`config.mk`:
```
export PLATFORM = sky130hd
export DESIGN_NAME = c7_op_decoder
export DESIGN_NICKNAME = d
export VERILOG_FILES = /design/src/rtl/c7dec_pkg.sv /design/src/rtl/c7_op_match.sv /design/src/rtl/c7_access_gate.sv /design/src/rtl/c7_op_decoder.sv
export SDC_FILE = /design/constraint.sdc
export NUM_CORES = 1
export LEC_CHECK = 0
export ABC_AREA = 1
export BUFFER_PORTS_ARGS = -buffer_cell sky130_fd_sc_hd__buf_2
export CELL_PAD_IN_SITES_DETAIL_PLACEMENT = 1
export CELL_PAD_IN_SITES_GLOBAL_PLACEMENT = 1
export CORE_MARGIN = 4
export CORE_UTILIZATION = 36
export CTS_CLUSTER_SIZE = 24
export DETAILED_ROUTE_END_ITERATION = 10
export PLACE_DENSITY_LB_ADDON = 0.1
export SLEW_MARGIN = 20
export SYNTH_ARGS = -nofsm -noshare
export SYNTH_HDL_FRONTEND = slang
export SYNTH_SLANG_ARGS = --single-unit
```
`constraint.sdc`:
```
create_clock -name clk -period 0.8 [get_ports clk]
set_input_delay 0.08 -clock clk [delete_from_list [all_inputs] [get_ports clk]]
set_output_delay 0.08 -clock clk [all_outputs]
set_load 0.02 [all_outputs]
```
`src/rtl/c7dec_pkg.sv`:
```
package c7dec_pkg;
  localparam int CRM_W = 4;
  localparam int OP2_W = 3;
  localparam int OP_W  = 18;
  localparam int PERM_W = 2;

  typedef enum int {
    OP_IC_INV_ALL    = 0,
    OP_IC_INV_ADDR   = 1,
    OP_PF_FLUSH      = 2,
    OP_BP_INV_ALL    = 3,
    OP_BP_INV_ADDR   = 4,
    OP_DC_INV_ADDR   = 5,
    OP_DC_INV_SW     = 6,
    OP_DC_CLN_C_ADDR = 7,
    OP_DC_CLN_SW     = 8,
    OP_DC_CLN_U_ADDR = 9,
    OP_DC_CI_ADDR    = 10,
    OP_DC_CI_SW      = 11,
    OP_DSB           = 12,
    OP_DMB           = 13,
    OP_XLAT_CUR      = 14,
    OP_XLAT_OTHER    = 15,
    OP_RES_RD        = 16,
    OP_RES_WR        = 17
  } op_idx_e;

  function automatic logic [OP_W-1:0] op_bit(input op_idx_e idx);
    logic [OP_W-1:0] one;
    one = OP_W'(1);
    return one << idx;
  endfunction

  function automatic logic [OP_W-1:0] user_ok_mask();
    return op_bit(OP_PF_FLUSH) | op_bit(OP_DSB) | op_bit(OP_DMB);
  endfunction

  function automatic logic [OP_W-1:0] secure_only_mask();
    return op_bit(OP_XLAT_OTHER);
  endfunction

  function automatic logic [OP_W-1:0] xlat_mask();
    return op_bit(OP_XLAT_CUR) | op_bit(OP_XLAT_OTHER);
  endfunction
endpackage

```
`src/rtl/c7_op_match.sv`:
```
module c7_op_match
  import c7dec_pkg::*;
(
  input  logic             is_read,
  input  logic [CRM_W-1:0] crm,
  input  logic [OP2_W-1:0] op2,
  output logic [OP_W-1:0]  cand
);
  always_comb begin
    cand = '0;
    if (is_read) begin
      if (crm == CRM_W'(4) && op2 == OP2_W'(0)) cand = op_bit(OP_RES_RD);
    end else begin
      unique case (crm)
        CRM_W'(4): if (op2 == OP2_W'(0)) cand = op_bit(OP_RES_WR);
        CRM_W'(5): begin
          case (op2)
            OP2_W'(0): cand = op_bit(OP_IC_INV_ALL);
            OP2_W'(1): cand = op_bit(OP_IC_INV_ADDR);
            OP2_W'(4): cand = op_bit(OP_PF_FLUSH);
            OP2_W'(6): cand = op_bit(OP_BP_INV_ALL);
            OP2_W'(7): cand = op_bit(OP_BP_INV_ADDR);
            default:   cand = '0;
          endcase
        end
        CRM_W'(6): begin
          if (op2 == OP2_W'(1)) cand = op_bit(OP_DC_INV_ADDR);
          else if (op2 == OP2_W'(2)) cand = op_bit(OP_DC_INV_SW);
        end
        CRM_W'(8): cand = op2[OP2_W-1] ? op_bit(OP_XLAT_OTHER) : op_bit(OP_XLAT_CUR);
        CRM_W'(10): begin
          case (op2)
            OP2_W'(1): cand = op_bit(OP_DC_CLN_C_ADDR);
            OP2_W'(2): cand = op_bit(OP_DC_CLN_SW);
            OP2_W'(4): cand = op_bit(OP_DSB);
            OP2_W'(5): cand = op_bit(OP_DMB);
            default:   cand = '0;
          endcase
        end
        CRM_W'(11): if (op2 == OP2_W'(1)) cand = op_bit(OP_DC_CLN_U_ADDR);
        CRM_W'(14): begin
          if (op2 == OP2_W'(1)) cand = op_bit(OP_DC_CI_ADDR);
          else if (op2 == OP2_W'(2)) cand = op_bit(OP_DC_CI_SW);
        end
        default: cand = '0;
      endcase
    end
  end
endmodule

```
`src/rtl/c7_access_gate.sv`:
```
module c7_access_gate
  import c7dec_pkg::*;
(
  input  logic [OP_W-1:0] cand,
  input  logic            priv,
  input  logic            secure,
  output logic            legal
);
  logic named;
  logic user_pass;
  logic priv_pass;

  assign named     = |cand;
  assign user_pass = |(cand & user_ok_mask());
  assign priv_pass = ~(|(cand & secure_only_mask())) | secure;
  assign legal     = named & (priv ? priv_pass : user_pass);
endmodule

```
`src/rtl/c7_op_decoder.sv`:
```
module c7_op_decoder
  import c7dec_pkg::*;
(
  input  logic              clk,
  input  logic              rst_n,
  input  logic              acc_valid,
  input  logic              acc_read,
  input  logic [CRM_W-1:0]  acc_crm,
  input  logic [OP2_W-1:0]  acc_op2,
  input  logic              priv_mode,
  input  logic              secure_state,
  output logic [OP_W-1:0]   op_onehot,
  output logic [PERM_W-1:0] xlat_perm,
  output logic              undef_exc
);
  logic [OP_W-1:0] cand;
  logic            legal;
  logic            accept;
  logic            refuse;
  logic            is_xlat;

  c7_op_match u_match (
    .is_read (acc_read),
    .crm     (acc_crm),
    .op2     (acc_op2),
    .cand    (cand)
  );

  c7_access_gate u_gate (
    .cand   (cand),
    .priv   (priv_mode),
    .secure (secure_state),
    .legal  (legal)
  );

  assign accept  = acc_valid & legal;
  assign refuse  = acc_valid & ~legal;
  assign is_xlat = |(cand & xlat_mask());

  always_ff @(posedge clk or negedge rst_n) begin
    if (!rst_n) begin
      op_onehot <= '0;
      xlat_perm <= '0;
      undef_exc <= 1'b0;
    end else begin
      op_onehot <= accept ? cand : '0;
      xlat_perm <= (accept && is_xlat) ? acc_op2[PERM_W-1:0] : '0;
      undef_exc <= refuse;
    end
  end
endmodule

```
==> impl_metrics.csv, run 1 <==
group,metric,value,unit
status,status,"did not finish",
status,failed_stage,"global routing",
status,error,"[ERROR DPL-0033] detailed placement checks failed during check placement.",
placed_design,dp_hpwl,2.50,mm
clock_tree,cts_root_buf,"clkbuf_4",
logic_synthesis,synth_cell_types,18,
placed_design,dp_slack,-0.798,ns
clock_tree,clk_path_buf_depth,2,
clock_tree,cts.sinks,21,
placed_design,gp_congestion,0.863,
logic_synthesis,synth_nets,148,
logic_synthesis,synthAdderAreaFrac,0,
timing,crit_endpoint,"op_onehot[14]$_DFF_PN0_/D",
placed_design,numPortBuffers,33,
logic_synthesis,synth-simple-area-share,0.402,
die,io_pins,34,
placed_design,placed_cell_area,0.00153,mm^2
logic_synthesis,synth_xor_area_frac,0,
logic_synthesis,seq_area_frac_synth,0.474,
global_route,grt_max_degree,22,
timing,worst-ep-kind,"register input",
logic_synthesis,synthesis.area,0.00111,mm^2
die,rows,19,
global_route,antenna_found_initial,1,
die,initial_core_util,0.389,
logic_synthesis,synth_top_family_by_area,"simple AND/OR/NAND/NOR gates",
die,die_h,63.5,um
logic_synthesis,synth_seq_cells,21,
logic_synthesis,synth-compound-area-share,0.0383,
clock_tree,cts_made_buffers,3,
die,die_w,63.5,um
logic_synthesis,synth.avg_cell_area,8.22,um^2
clock_tree,h-tree-depth,1,
logic_synthesis,yosysWarnings,0,
logic_synthesis,netlist_instances,135,
logic_synthesis,synth_mux_area_frac,0,
-- kinds of logic after synthesis --
group           after synthesis
simple gates                 89
flops                        21
buf+inv                      21
compound gates                4
-- timing repair --
| action | CTS |
|---|---|
| hold buffers | 1 |
| setup buffers | 18 |
| endpoints found under the hold margin | 21 |
| pin swaps | 7 |
| setup endpoints to repair | 42 |
| gates cloned | 2 |
| gates resized for setup | 102 |
-- metrics by stage --
step / utilization / instances
after floorplan: - / 135
after global placement: 0.537 / 222
after detailed placement: 0.537 / 222
after CTS: 0.738 / 247
-- cells in the mapped netlist --
| master | count | share of area |
|---|---|---|
| a21boi_0 | 1 | 0.0068 |
| a21oi_1 | 1 | 0.0045 |
| a31oi_4 | 1 | 0.019 |
| buf_12 | 1 | 0.018 |
| dfrtp_1 | 21 | 0.47 |
| inv_1 | 16 | 0.054 |
| inv_2 | 4 | 0.014 |
| nand2_1 | 30 | 0.10 |
| nand2_2 | 1 | 0.0056 |
| nand3_1 | 5 | 0.023 |
| nand3_2 | 3 | 0.027 |
| nand3_4 | 1 | 0.016 |
| nand4_1 | 1 | 0.0056 |
| nor2_1 | 27 | 0.091 |
| nor2_2 | 14 | 0.079 |
| nor2_4 | 4 | 0.041 |
| nor3_1 | 3 | 0.014 |
| o21ai_2 | 1 | 0.0079 |
==> inputs of run 2 (changes only) <==
--- a/config.mk
+++ b/config.mk
@@ -7,13 +7,10 @@
 export LEC_CHECK = 0
 export ABC_AREA = 1
 export BUFFER_PORTS_ARGS = -buffer_cell sky130_fd_sc_hd__buf_2
-export CELL_PAD_IN_SITES_DETAIL_PLACEMENT = 1
-export CELL_PAD_IN_SITES_GLOBAL_PLACEMENT = 1
 export CORE_MARGIN = 4
-export CORE_UTILIZATION = 36
-export CTS_CLUSTER_SIZE = 24
+export CORE_UTILIZATION = 30
 export DETAILED_ROUTE_END_ITERATION = 10
-export PLACE_DENSITY_LB_ADDON = 0.1
+export PLACE_DENSITY_LB_ADDON = 0.15
 export SLEW_MARGIN = 20
 export SYNTH_ARGS = -nofsm -noshare
 export SYNTH_HDL_FRONTEND = slang
==> run 2 against run 1 <==
Effect of this change:
- synthesized area unchanged
- synthesized cell count unchanged
- the flow now finishes, with violations (negative setup slack)
==> impl_metrics.csv, run 2 <==
group,metric,value,unit
route,routed_wl,3.41,mm
timing,hold_viol,0,
worst_hold_path,hold_path.startpoint,"acc_op2[1]",
status,violations,"negative setup slack",
route,drtIter0Drc,24,
timing,worst_slew_pin_slew,0.443,ns
route,vias,1185,
placed_design,dp_hpwl,2.16,mm
timing,final-setup-viol-count,42,
die,die_h,68.8,um
finish,fin_area,0.00223,mm^2
critical_path,critPathRequiredTime,0.98,ns
logic_synthesis,yosysTopAreaCellShare,0.474,
timing,rsz0062_at_grt,"true",
placed_design,placed_cell_area,0.00157,mm^2
timing,final.setup.worst_slack,-0.336,ns
logic_synthesis,synth.avg_cell_area,8.22,um^2
logic_synthesis,netlist_instances,135,
global_route,antenna_found_initial,0,
timing,fmax,0.880,GHz
die,die-area,0.00474,mm^2
critical_path,cpPeakStageDelay,0.22,ns
route,vias_per_cell,4.44,
finish,final_nets,235,
logic_synthesis,synthesis.area,0.00111,mm^2
timing,max_slew_margin,0.704,
global_route,grt.overflow.total,0,
finish,largest_register_ffs,18,
status,status,"finished, violations left",
die,core-area,0.00344,mm^2
die,rows,21,
clock_tree,path_clk_slew,0.07,ns
logic_synthesis,synth_edf_count,0,
critical_path,startpoint_type,"input port",
logic_synthesis,synth_nets,148,
finish,post-route-util,0.648,
clock_tree,clk_path_buf_depth,2,
logic_synthesis,synthTopCellsByArea,"dfrtp_1 (47%), nand2_1 (10%), nor2_1 (9.1%)",
finish,layout_common_cells,"buf_4 (40), buf_6 (30), dfrtp_1 (21), nor2_2 (20), nand2_1 (17)",
logic_synthesis,yosysMostFrequentCell,"nand2_1",
finish,antenna_cells,0,
finish,top_regs,"op_onehot x18, xlat_perm x2, undef_exc x1",
clock_tree,cts_tree,"yes",
logic_synthesis,seq_area_frac_synth,0.474,
logic_synthesis,synth_common_cells,"nand2_1 (30), nor2_1 (27), dfrtp_1 (21), inv_1 (16), nor2_2 (14)",
logic_synthesis,yosysWarnings,0,
critical_path,end_kind,"flop",
route,route.detailed.drc,0,
timing,maxSlewViolCount,0,
global_route,grt_max_degree,22,
critical_path,critPathKind,"in2reg",
clock_tree,cts_root_buf,"clkbuf_8",
global_route,grt_usage,0.150,
logic_synthesis,synth_cell_types,18,
logic_synthesis,ys_async_sr_fraction,1.00,
finish,drive_above_1_share,0.692,
finish,final_common_cell,"buf_4",
logic_synthesis,yosysTopAreaCell,"dfrtp_1",
die,die_w,68.8,um
critical_path,crit_top_cell,"nor2_1",
logic_synthesis,ys.flop_type,"dfrtp_1",
timing,period_minus_slack,1.14,ns
die,io_pins,34,
power_and_ir_drop,ir_drop,0.525,mV
power_and_ir_drop,total_power,2.24,mW
finish,fillerInstances,270,
clock_tree,cts.sinks,21,
die,initial_core_util,0.322,
finish,syn2layout_area_growth,101,%
worst_hold_path,hp-class,"in2reg",
critical_path,cp_max_fo,6,
critical_path,worstPathCellList,"buf_6 > nor2_4 > nand2_2 > nor3_2 > nor2_1 > nand2_1 > nor2_2 > nand2_4 > nand4_1 > nor2_1",
global_route,grt_first_pass_wirelength,5.29,mm
power_and_ir_drop,cellLeakagePower,1.02,nW
route,drt-wirelength-per-cell,12.8,um
critical_path,cp.arrival,1.32,ns
route,ant_nets,0,
clock_tree,cts_made_buffers,3,
timing,fin_crit_sh,1.42,
logic_synthesis,synth_seq_cells,21,
finish,largest_register,"op_onehot",
worst_hold_path,hold_depth,3,
critical_path,slowest_stage,"nor3_2",
placed_design,gp_congestion,0.797,
job,cap_violations,0,
global_route,grt_pass1_vias,1142,
worst_hold_path,hold-path-endpoint,"xlat_perm[1]$_DFF_PN0_",
route,dr.pass1.iters,4,
power_and_ir_drop,pwr_density_cell,1010,mW/mm^2
clock_tree,h-tree-depth,1,
placed_design,numPortBuffers,33,
run 2: worst max path at each step:
stage / startpoint / endpoint / slack, ns
after global routing: acc_crm[0] / xlat_perm[1]$_DFF_PN0_ / -0.45
after detailed placement: acc_op2[1] / op_onehot[11]$_DFF_PN0_ / -0.71
after floorplan: acc_op2[1] / op_onehot[15]$_DFF_PN0_ / -0.32
after CTS: acc_crm[3] / xlat_perm[0]$_DFF_PN0_ / -0.29
after global placement: acc_op2[1] / op_onehot[2]$_DFF_PN0_ / -0.68
final: acc_crm[0] / xlat_perm[1]$_DFF_PN0_ / -0.34
run 2: worst max-delay path: cells and delay by family:
| kind | cells | cell delay [ns] |
|---|---|---|
| AND/OR/NAND/NOR | 9 | 1.11 |
| buffers and inverters | 1 | 0.11 |
run 2: stage by stage:
stage / instances / hold slack [ns] / setup WS (ns) / setup TNS (ns)
6_report: 267 / 0.0795 / -0.336 / -7.52
3_3_place_gp: 239 / 0.0432 / -0.675 / -13.45
3_5_place_dp: 239 / 0.0488 / -0.707 / -13.98
2_1_floorplan: 135 / -0.216 / -0.322 / -5.18
5_1_grt: 267 / 0.0794 / -0.452 / -9.44
4_1_cts: 263 / 0.0519 / -0.285 / -6.50
run 2: timing repair:
item,in CTS,in global routing
hold buffers,1,0
cloned,3,0
buffers inserted,16,4
endpoints found under the hold margin,21,0
pin swaps,18,21
setup endpoints to repair,42,42
resized for setup,84,37
run 2: layer usage:
| metal | track usage | vias up | wire length, um |
|---|---|---|---|
| met5 | 0 | - | 0 |
| met4 | 0.0438 | 0 | 51 |
| met3 | 0.0211 | 4 | 148 |
| met2 | 0.256 | 28 | 1820 |
| met1 | 0.195 | 564 | 1390 |
| li1 | - | 589 | - |
run 2: final cells by class:
type | instances | area, um^2 | area share
flip-flops and latches | 21 | 526 | 0.236
repair buffers | 80 | 763 | 0.342
inverters | 20 | 103 | 0.0460
clock buffers | 4 | 45.0 | 0.0202
well taps | 46 | 57.6 | 0.0258
multi-input cells | 96 | 737 | 0.330
run 2: power by group:
| part | switching (mW) | internal (mW) |
|---|---|---|
| clock | 0.323 | 0.354 |
| sequential | 0.00147 | 1.06 |
| combinational | 0.275 | 0.225 |
run 2: kinds of logic (layout without fill, tap and decap cells):
logic type | after synthesis | after routing | synth area share
flip-flops | 21 | 21 | 0.474
AO/OA/AOI/OAI | 4 | 4 | 0.0383
buffers and inverters | 21 | 104 | 0.0857
AND/OR/NAND/NOR | 89 | 92 | 0.402
Power figures use the tool's default switching activity.
==> inputs of run 3 (changes only) <==
--- a/config.mk
+++ b/config.mk
@@ -5,11 +5,10 @@
 export SDC_FILE = /design/constraint.sdc
 export NUM_CORES = 1
 export LEC_CHECK = 0
-export ABC_AREA = 1
 export BUFFER_PORTS_ARGS = -buffer_cell sky130_fd_sc_hd__buf_2
-export CORE_MARGIN = 4
-export CORE_UTILIZATION = 30
+export CORE_AREA = 4 4 65 67
 export DETAILED_ROUTE_END_ITERATION = 10
+export DIE_AREA = 0 0 69 71
 export PLACE_DENSITY_LB_ADDON = 0.15
 export SLEW_MARGIN = 20
 export SYNTH_ARGS = -nofsm -noshare
==> constraint.sdc (replaced) <==
create_clock -name clk -period 1 [get_ports clk]
set_input_delay 0.1 -clock clk [delete_from_list [all_inputs] [get_ports clk]]
set_output_delay 0.1 -clock clk [all_outputs]
set_load 0.02 [all_outputs]
==> run 3 against run 2 <==
Effect of this change:
- the flow still finishes with violations (negative setup slack)
- clock power is 20% lower
- sequential share of layout area up 10 points
- wire length down 27%
- largest cell class is now sequential cells
- power shrank 25%
- critical path type unchanged
- utilization decreased by 22 points
- worst hold slack better by 0.035 ns
- cell area shrank 30%
==> impl_metrics.csv, run 3 <==
group,metric,value,unit
status,status,"finished, violations left",
status,violations,"negative setup slack",
timing,maxSlewViolCount,0,
finish,fillerInstances,380,
critical_path,cp_max_fo,14,
power_and_ir_drop,power_frac_seq,0.508,
clock_tree,clk_path_buf_depth,2,
finish,largest_register,"op_onehot",
critical_path,crit_buf_inv,2,
route,ant_nets,0,
logic_synthesis,synth_seq_cells,21,
logic_synthesis,synth.avg_cell_area,10.7,um^2
finish,layout_common_cells,"buf_2 (31), buf_4 (31), dfrtp_1 (21), nor3_1 (12), nor2_1 (6)",
power_and_ir_drop,cellLeakagePower,0.777,nW
power_and_ir_drop,switching_share,0.243,
global_route,grt.overflow.total,0,
timing,fmax,0.928,GHz
placed_design,dp_hpwl,2.00,mm
route,dr.pass1.iters,4,
logic_synthesis,ys.flop_type,"dfrtp_1",
power_and_ir_drop,p_clk_frac,0.323,
timing,whs,0.114,ns
route,route.detailed.drc,0,
die,die-area,0.00490,mm^2
critical_path,cp.arrival,1.27,ns
timing,rsz0062_at_grt,"true",
critical_path,worstPathCellList,"buf_6 > or3_4 > o31a_1 > a21oi_2 > buf_12 > a32o_1",
placed_design,placed_cell_area,0.00145,mm^2
logic_synthesis,yosysWarnings,0,
critical_path,critPathRequiredTime,1.20,ns
route,routed_wl,2.51,mm
finish,final_nets,173,
timing,worst_slew_pin_slew,0.432,ns
timing,final-setup-viol-count,14,
timing,hold_viol,0,
timing,max_slew_margin,0.712,
power_and_ir_drop,power_switching,0.409,mW
critical_path,cpPeakStageDelay,0.37,ns
critical_path,startpoint_type,"input port",
power_and_ir_drop,ir_drop,0.481,mV
logic_synthesis,synthTopCellsByArea,"dfrtp_1 (53%), nor3_1 (6.6%), nor3b_1 (3.0%)",
logic_synthesis,synth_common_cells,"dfrtp_1 (21), nor3_1 (13), nor2_1 (6), nand2_1 (5), nand3_1 (5)",
finish,drive_above_1_share,0.503,
finish,post-route-util,0.429,
finish,stdcell_count,207,
power_and_ir_drop,pwr_density_cell,1080,mW/mm^2
die,die_h,71,um
die,initial_core_util,0.273,
worst_hold_path,hp-class,"in2reg",
logic_synthesis,seq_area_frac_synth,0.530,
logic_synthesis,netlist_instances,93,
timing,period_minus_slack,1.08,ns
placed_design,numPortBuffers,33,
job,cap_violations,0,
critical_path,slowest_stage,"or3_4",
placed_design,gp_congestion,0.743,
timing,final.setup.worst_slack,-0.0780,ns
die,die_w,69,um
power_and_ir_drop,pwr-share-comb,0.170,
finish,fin_area,0.00156,mm^2
clock_tree,h-tree-depth,1,
die,core-area,0.00363,mm^2
global_route,antenna_found_initial,0,
global_route,grt_pass1_vias,930,
finish,largest_register_ffs,18,
power_and_ir_drop,internal_power,1.27,mW
timing,fin_crit_sh,1.08,
route,vias_per_cell,4.67,
critical_path,crit_family,"compound AO/OA/AOI/OAI gates",
critical_path,end_kind,"flop",
clock_tree,cts.sinks,21,
finish,syn2layout_area_growth,57.3,%
die,io_pins,34,
route,drtIter0Drc,32,
logic_synthesis,synth_edf_count,0,
logic_synthesis,synthesis.area,992,um^2
logic_synthesis,ys_async_sr_fraction,1.00,
logic_synthesis,synth_cell_types,31,
placed_design,dp.cells,201,
critical_path,critPathKind,"in2reg",
logic_synthesis,yosysTopAreaCellShare,0.530,
logic_synthesis,yosysTopAreaCell,"dfrtp_1",
clock_tree,cts_root_buf,"clkbuf_8",
finish,top_regs,"op_onehot x18, xlat_perm x2, undef_exc x1",
global_route,grt_first_pass_wirelength,4.23,mm
finish,antenna_cells,0,
logic_synthesis,yosysMostFrequentCell,"dfrtp_1",
route,drt-wirelength-per-cell,12.1,um
route,vias,967,
global_route,grt_max_degree,22,
clock_tree,path_clk_slew,0.07,ns
clock_tree,cts_made_buffers,3,
clock_tree,cts_tree,"yes",
die,rows,22,
logic_synthesis,synth_nets,106,
global_route,grt_usage,0.106,
==> run 3: final timing paths <==
kind,startpoint,endpoint,slack (ns),cells past startpoint
hold / removal,acc_valid,op_onehot[13]$_DFF_PN0_,0.11,3
setup / recovery,acc_crm[1],undef_exc$_DFF_PN0_,-0.08,6
min in group asynchronous,rst_n,op_onehot[15]$_DFF_PN0_,0.31,2
max in group asynchronous,rst_n,op_onehot[6]$_DFF_PN0_,0.39,2
==> run 3: cell families after synthesis <==
group / after synthesis / share of synthesized area
buffers and inverters: 6 / 0.0378
AO/OA/AOI/OAI: 9 / 0.0681
multiplexers: 1 / 0.0113
flip-flops: 21 / 0.530
AND/OR/NAND/NOR: 56 / 0.353
==> run 3: layout make-up <==
class                           count  area (um^2)  area share
Clock buffer                        3         41.3      0.0265
Clock inverter                      1         5.00     0.00321
Inverter                            2         7.51     0.00481
Multi-Input combinational cell     66          480       0.308
Sequential cell                    21          526       0.337
Tap cell                           48         60.1      0.0385
Timing Repair Buffer               66          440       0.282
==> run 3: stage by stage <==
stage          power, mW  setup slack, ns  TNS [ns]
6_report            1.68          -0.0780    -0.848
5_1_grt             1.78           -0.112     -1.43
2_1_floorplan      0.980           -0.260     -3.53
4_1_cts             1.70          -0.0767    -0.767
3_5_place_dp        1.14           -0.374     -6.10
3_3_place_gp        1.14           -0.369     -5.85
==> run 3: per-layer routing <==
layer / share of wire / global-route usage
met1: 0.45 / 0.133
met2: 0.48 / 0.173
met3: 0.044 / 0.0185
met4: 0.025 / 0.0586
met5: 0 / 0
==> run 3: power groups by stage <==
stage          clock network (mW)  registers (mW)  logic, mW
6_report                    0.542           0.854      0.285
5_1_grt                     0.612           0.854      0.314
4_1_cts                     0.570           0.853      0.278
3_5_place_dp                    0           0.871      0.267
3_3_place_gp                    0           0.870      0.265
2_1_floorplan                   0           0.877      0.103
==> run 3: timing repair <==
item | in CTS | in global routing
endpoints found under the hold margin | 21 | 0
endpoints found under the setup margin | 14 | 18
buffers inserted | 0 | 1
resized for setup | 3 | 5
hold buffers | 1 | 0
